**config.mk**
```make
export PLATFORM = sky130hd
export DESIGN_NAME = brs_release_sel
export DESIGN_NICKNAME = d
export VERILOG_FILES = /design/src/rtl/brs_pkg.sv /design/src/rtl/brs_unload_calc.sv /design/src/rtl/brs_pick.sv /design/src/rtl/brs_wait_fifo.sv /design/src/rtl/brs_release_sel.sv
export SDC_FILE = /design/constraint.sdc
export NUM_CORES = 1
export LEC_CHECK = 0
export BUFFER_PORTS_ARGS = -buffer_cell sky130_fd_sc_hd__buf_2
export CAP_MARGIN = 15
export CORE_MARGIN = 10
export CORE_UTILIZATION = 35
export DETAILED_ROUTE_END_ITERATION = 10
export PLACE_DENSITY = 0.49
export SYNTH_ARGS = -nofsm -noshare
export SYNTH_HDL_FRONTEND = slang
export SYNTH_HIERARCHICAL = 1
export SYNTH_SLANG_ARGS = --single-unit
```
**constraint.sdc**
```tcl
create_clock -name clk -period 13.35 [get_ports clk]
set_clock_uncertainty 0.15 [all_clocks]
set_input_delay 1.335 -clock clk [delete_from_list [all_inputs] [get_ports clk]]
set_output_delay 1.335 -clock clk [all_outputs]
set_load 0.01 [all_outputs]
```
**src/rtl/brs_pkg.sv**
```systemverilog
package brs_pkg;
    localparam int ID_W   = 4;
    localparam int PRIO_W = 4;
    localparam int AGE_W  = 4;
    localparam int SCORE_W = PRIO_W + AGE_W;

    typedef logic [ID_W-1:0]    id_t;
    typedef logic [PRIO_W-1:0]  prio_t;
    typedef logic [AGE_W-1:0]   age_t;
    typedef logic [SCORE_W-1:0] score_t;

    localparam age_t AGE_MAX = '1;

    typedef struct packed {
        logic  vld;
        id_t   id;
        prio_t prio;
        age_t  age;
    } slot_t;
endpackage

```
**src/rtl/brs_unload_calc.sv**
```systemverilog
module brs_unload_calc
    import brs_pkg::*;
(
    input  slot_t  slot,
    input  age_t   thresh,
    output logic   eligible,
    output score_t score
);
    always_comb begin
        eligible = slot.vld && (slot.age > thresh);
        score    = SCORE_W'(slot.prio) * SCORE_W'(slot.age);
    end
endmodule

```
**src/rtl/brs_pick.sv**
```systemverilog
module brs_pick
    import brs_pkg::*;
#(
    parameter int DEPTH = 8,
    localparam int IDX_W = (DEPTH > 1) ? $clog2(DEPTH) : 1
) (
    input  logic [DEPTH-1:0]         elig,
    input  logic [DEPTH*SCORE_W-1:0] scores,
    output logic                     found,
    output logic [IDX_W-1:0]         idx
);
    score_t best;

    always_comb begin
        found = 1'b0;
        idx   = '0;
        best  = '0;
        for (int i = 0; i < DEPTH; i++) begin
            if (elig[i] && (!found || scores[i*SCORE_W +: SCORE_W] > best)) begin
                found = 1'b1;
                idx   = IDX_W'(i);
                best  = scores[i*SCORE_W +: SCORE_W];
            end
        end
    end
endmodule

```
**src/rtl/brs_wait_fifo.sv**
```systemverilog
module brs_wait_fifo
    import brs_pkg::*;
#(
    parameter int FIFO_DEPTH = 8,
    localparam int PTR_W = (FIFO_DEPTH > 1) ? $clog2(FIFO_DEPTH) : 1,
    localparam int CNT_W = PTR_W + 1
) (
    input  logic clk,
    input  logic rst_n,
    input  logic push,
    input  id_t  push_id,
    input  logic pop,
    output logic valid,
    output id_t  head,
    output logic full
);
    typedef struct packed {
        id_t [FIFO_DEPTH-1:0] mem;
        logic [PTR_W-1:0]     rd_ptr;
        logic [PTR_W-1:0]     wr_ptr;
        logic [CNT_W-1:0]     cnt;
    } fifo_t;

    fifo_t q, d;
    logic do_pop, do_push;

    always_comb begin
        d       = q;
        do_pop  = pop && (q.cnt != '0);
        do_push = push && (q.cnt != CNT_W'(FIFO_DEPTH));
        if (do_push) begin
            d.mem[q.wr_ptr] = push_id;
            d.wr_ptr = (q.wr_ptr == PTR_W'(FIFO_DEPTH - 1)) ? '0 : q.wr_ptr + 1'b1;
        end
        if (do_pop) begin
            d.rd_ptr = (q.rd_ptr == PTR_W'(FIFO_DEPTH - 1)) ? '0 : q.rd_ptr + 1'b1;
        end
        d.cnt = q.cnt + CNT_W'(do_push) - CNT_W'(do_pop);
    end

    always_ff @(posedge clk or negedge rst_n) begin
        if (!rst_n) q <= '0;
        else        q <= d;
    end

    assign valid = (q.cnt != '0);
    assign head  = q.mem[q.rd_ptr];
    assign full  = (q.cnt == CNT_W'(FIFO_DEPTH));
endmodule

```
**src/rtl/brs_release_sel.sv**
```systemverilog
module brs_release_sel
    import brs_pkg::*;
#(
    parameter int DEPTH      = 8,
    parameter int FIFO_DEPTH = 8,
    localparam int IDX_W = (DEPTH > 1) ? $clog2(DEPTH) : 1,
    localparam int OCC_W = $clog2(DEPTH + 1)
) (
    input  logic              clk,
    input  logic              rst_n,
    input  logic              ins_valid,
    input  logic [ID_W-1:0]   ins_id,
    input  logic [PRIO_W-1:0] ins_prio,
    input  logic [AGE_W-1:0]  age_thresh,
    input  logic              rel_req,
    output logic              rel_valid,
    output logic [ID_W-1:0]   rel_id,
    output logic              no_cand,
    output logic              store_full,
    output logic              wq_valid,
    output logic [ID_W-1:0]   wq_id,
    input  logic              wq_pop
);
    typedef struct packed {
        slot_t [DEPTH-1:0] slots;
        logic              rel_vld;
        id_t               rel_id;
        logic              no_cand;
    } state_t;

    state_t q, d;

    logic [DEPTH-1:0]         elig;
    logic [DEPTH*SCORE_W-1:0] scores;
    logic                     found;
    logic [IDX_W-1:0]         pick;
    logic                     fifo_full;
    logic                     rel_go;
    logic                     push;
    logic [DEPTH-1:0]         occ_vec;
    logic [OCC_W-1:0]         occ;
    logic [IDX_W-1:0]         free_idx;

    generate
        for (genvar g = 0; g < DEPTH; g++) begin : g_calc
            score_t sc;
            brs_unload_calc u_calc (
                .slot     (q.slots[g]),
                .thresh   (age_thresh),
                .eligible (elig[g]),
                .score    (sc)
            );
            assign scores[g*SCORE_W +: SCORE_W] = sc;
            assign occ_vec[g] = q.slots[g].vld;
        end
    endgenerate

    brs_pick #(.DEPTH(DEPTH)) u_pick (
        .elig   (elig),
        .scores (scores),
        .found  (found),
        .idx    (pick)
    );

    always_comb begin
        occ      = OCC_W'($countones(occ_vec));
        free_idx = '0;
        for (int i = DEPTH - 1; i >= 0; i--) begin
            if (!occ_vec[i]) free_idx = IDX_W'(i);
        end
    end

    assign store_full = &occ_vec;
    assign rel_go     = rel_req && !fifo_full;
    assign push       = rel_go && found;

    always_comb begin
        d         = q;
        d.rel_vld = 1'b0;
        d.no_cand = 1'b0;
        if (rel_go) begin
            if (found) begin
                d.rel_vld = 1'b1;
                d.rel_id  = q.slots[pick].id;
                for (int i = 0; i < DEPTH; i++) begin
                    if (IDX_W'(i) == pick) begin
                        d.slots[i].vld = 1'b0;
                    end else if (q.slots[i].vld && q.slots[i].age != AGE_MAX) begin
                        d.slots[i].age = q.slots[i].age + 1'b1;
                    end
                end
            end else begin
                d.no_cand = 1'b1;
            end
        end
        if (ins_valid && !store_full) begin
            d.slots[free_idx].vld  = 1'b1;
            d.slots[free_idx].id   = ins_id;
            d.slots[free_idx].prio = ins_prio;
            d.slots[free_idx].age  = age_t'(1);
        end
    end

    always_ff @(posedge clk or negedge rst_n) begin
        if (!rst_n) q <= '0;
        else        q <= d;
    end

    brs_wait_fifo #(.FIFO_DEPTH(FIFO_DEPTH)) u_fifo (
        .clk     (clk),
        .rst_n   (rst_n),
        .push    (push),
        .push_id (q.slots[pick].id),
        .pop     (wq_pop),
        .valid   (wq_valid),
        .head    (wq_id),
        .full    (fifo_full)
    );

    assign rel_valid = q.rel_vld;
    assign rel_id    = q.rel_id;
    assign no_cand   = q.no_cand;
endmodule

```
==> run_results.csv <==
group,metric,value,unit
cells_and_area,final_cell_mix,"ha_1 (182), dfrtp_1 (152), nand2_1 (141)",
sta,relSlewSlack,0.317,
sta,slew_violations,0,
setup_path,path_max_fanout,8,
global_routing,antenna_found_initial,2,
placed_design,dpl.hpwl,29.1,mm
die,die_area,48000,sq um
sta,grt_setup_unrepaired,"true",
clock_tree,tritoncts,"done",
setup_path,critPathMostFrequentCell,"ha_4",
setup_path,max_stage_delay,0.55,ns
global_routing,grtUsageTotal,0.160,
route,via_per_inst,5.23,
yosys,syn-cell-area,13900,sq um
global_routing,overflow,0,
clock_tree,cts_made_buffers,17,
setup_path,worstPathArrival,14.16,ns
yosys,synth.yosys.seq_area_share,0.274,
route,drtIter0Drc,510,
cells_and_area,final_nets,1853,
route,vias,11200,
yosys,syn_nets,1666,
clock_tree,h-tree-depth,4,
sta,fmax,71.5,MHz
worst_hold_path,worstHoldPathType,"reg -> reg",
yosys,yosys_most_used_dff,"dfrtp_1",
setup_path,path_class,"reg -> reg",
sta,tightest_slew,1.02,ns
clock_tree,max-clock-path-buffers,2,
global_routing,grt_pass1_vias,11400,
route,wl_per_cell,17.8,microns
yosys,yosys_warnings,6,
yosys,async_flop_share,1.00,
clock_tree,clock_sink_count,152,
setup_path,crit_path_end_kind,"flop",
setup_path,critPathLaunchType,"flop",
clock_tree,cts.clk_slew.worst_paths,0.08,ns
sta,fin_ws,-0.633,ns
clock_tree,cts_hold_buf,0,
die,io_pins,29,
cells_and_area,area_growth,27.2,%
route,drtPass1Iterations,4,
sta,finalHoldViolCount,0,
cells_and_area,drive_above_1_share,0.304,
sta,finalCritPeriodShare,1.05,
die,num_rows,72,
run_status,violations,"setup timing",
clock_tree,clock_latency,0.43,ns
placed_design,routabilityCongestion,0.836,
cells_and_area,final_common_cell,"ha_1",
placed_design,port_buffers,28,
yosys,synth_edf_count,0,
die,die_h,219,microns
die,fp.coreArea,38900,sq um
yosys,synth.distinct_cells,80,
setup_path,critPathRequiredTime,13.53,ns
die,die_w,219,microns
cells_and_area,fillers,3756,
route,wl,37.9,mm
route,drcViolationCount,0,
job,maxCapViolations,0,
yosys,synth_seq_cells,152,
cells_and_area,n_antenna_cell,0,
setup_path,slowest_stage,"fa_1",
sta,fin_crit,13.98,ns
global_routing,grt_pass1_wl,61.5,mm
sta,setup_viol,76,
run_status,status,"finished with violations",
yosys,syn-mean-instance-area,9.81,sq um
placed_design,post-place-ws,-0.917,ns
route,ant_nets,0,
global_routing,grt_max_degree,80,
yosys,netlist_instances,1414,
clock_tree,clockRootBuffer,"clkbuf_16",
die,start_util,0.356,
==> per-layer routing <==
layer	routed length (microns)	vias to the layer above	GRT usage
met5	31	-	0
met4	763	4	0.0471
met3	766	47	0.0191
met2	17800	127	0.261
met1	18600	5484	0.217
li1	-	5491	-
==> critical path, delay by kind of cell (launching register included) <==
kind	cells	cell delay [ns]
AOI/OAI and AO/OA	30	5.64
adders and majority gates	10	2.89
buffers and inverters	9	1.35
DFF	1	0.39
muxes	3	0.63
and+or+nand+nor	15	2.82
==> final timing paths <==
check,start,to,slack (ns),cells past startpoint
min,q[54],q[54],0.33,2
max in group asynchronous,rst_n,q[62],10.76,2
max,q[12],u_fifo/q[28],-0.63,67
min reg2reg,q[54],q[54],0.33,2
min in group asynchronous,rst_n,u_fifo/q[32],0.76,1
max reg2reg,q[12],u_fifo/q[28],-0.63,67
==> area by class of cell <==
class | count | area (sq um) | share of cell area
clock buffer | 17 | 425 | 0.0241
clock inverter | 15 | 173 | 0.00979
inverter | 99 | 374 | 0.0212
multi-input combinational | 1127 | 10500 | 0.595
sequential | 152 | 3800 | 0.216
tap | 518 | 648 | 0.0367
timing repair buffer | 204 | 1720 | 0.0973
==> per-stage QoR <==
stage          hold WS [ns]  utilization  setup TNS, ns  cells  instance area (sq um)
4_1_cts               0.329        0.438         -36.70   2119                  17000
2_1_floorplan         0.288            -         -23.52   1414                  14300
5_1_grt               0.363        0.453         -90.64   2132                  17600
3_5_place_dp          0.306        0.409         -57.53   2064                  15900
6_report              0.333        0.453         -36.88   2132                  17600
3_3_place_gp          0.310        0.409         -44.11   2064                  15900
==> what timing repair did <==
action                                  4_1_cts  5_1_grt
setup buffers                                22       15
resized for setup                            64       94
endpoints found under the setup margin       76       76
cloned                                        4        0
pin swaps                                    45       54
==> cell usage after synthesis, types with 6 or more instances <==
cell type    n  area share
ha_1       202        0.18
dfrtp_1    152        0.27
nand2_1    147       0.040
and2_1     111       0.050
inv_1       98       0.027
mux2_2      72       0.058
a21oi_1     70       0.025
nor2_1      52       0.014
fa_1        33       0.048
a21o_1      28       0.015
o211ai_1    28       0.015
nor2b_1     26       0.012
nand4_1     25       0.011
xor2_1      21       0.013
o21ai_0     20      0.0072
mux2i_1     19       0.014
xnor2_1     19       0.012
nand3_1     17      0.0061
a211oi_1    16      0.0087
nand2b_1    16      0.0072
or3_1       14      0.0063
a221o_1     13      0.0094
clkbuf_1    13      0.0035
o2111ai_1   12      0.0076
mux2_1      11      0.0089
o21ai_1     11      0.0040
and3b_1     10      0.0063
buf_2       10      0.0036
nor3_1       9      0.0032
mux2_4       8      0.0087
mux4_2       8       0.013
or4b_1       8      0.0058
a32o_1       7      0.0051
o221ai_2     7      0.0076
nor4_1       6      0.0027
o31ai_1      6      0.0032
or2_2        6      0.0027
==> state kept, by name, indices dropped and copies added, names as in the netlist <==
| register | count |
|---|---|
| q | 96 |
| no_cand | 1 |
| u_fifo/q | 42 |
| rel_valid | 1 |
| occ_vec | 8 |
| rel_id | 4 |
==> cell families (layout without fill, tap and decap cells) <==
| logic type | after synthesis | after routing | share of synthesized area |
|---|---|---|---|
| compound gates | 257 | 257 | 0.137 |
| xor+xnor | 40 | 40 | 0.0253 |
| fa+ha+maj | 235 | 235 | 0.230 |
| buf+inv | 135 | 335 | 0.0418 |
| flops | 152 | 152 | 0.274 |
| mux | 118 | 118 | 0.103 |
| simple gates | 477 | 477 | 0.189 |
Power is left out: the tool's default activity adds up to more than one toggle a clock period on the data nets, which glitch-free logic cannot reach.
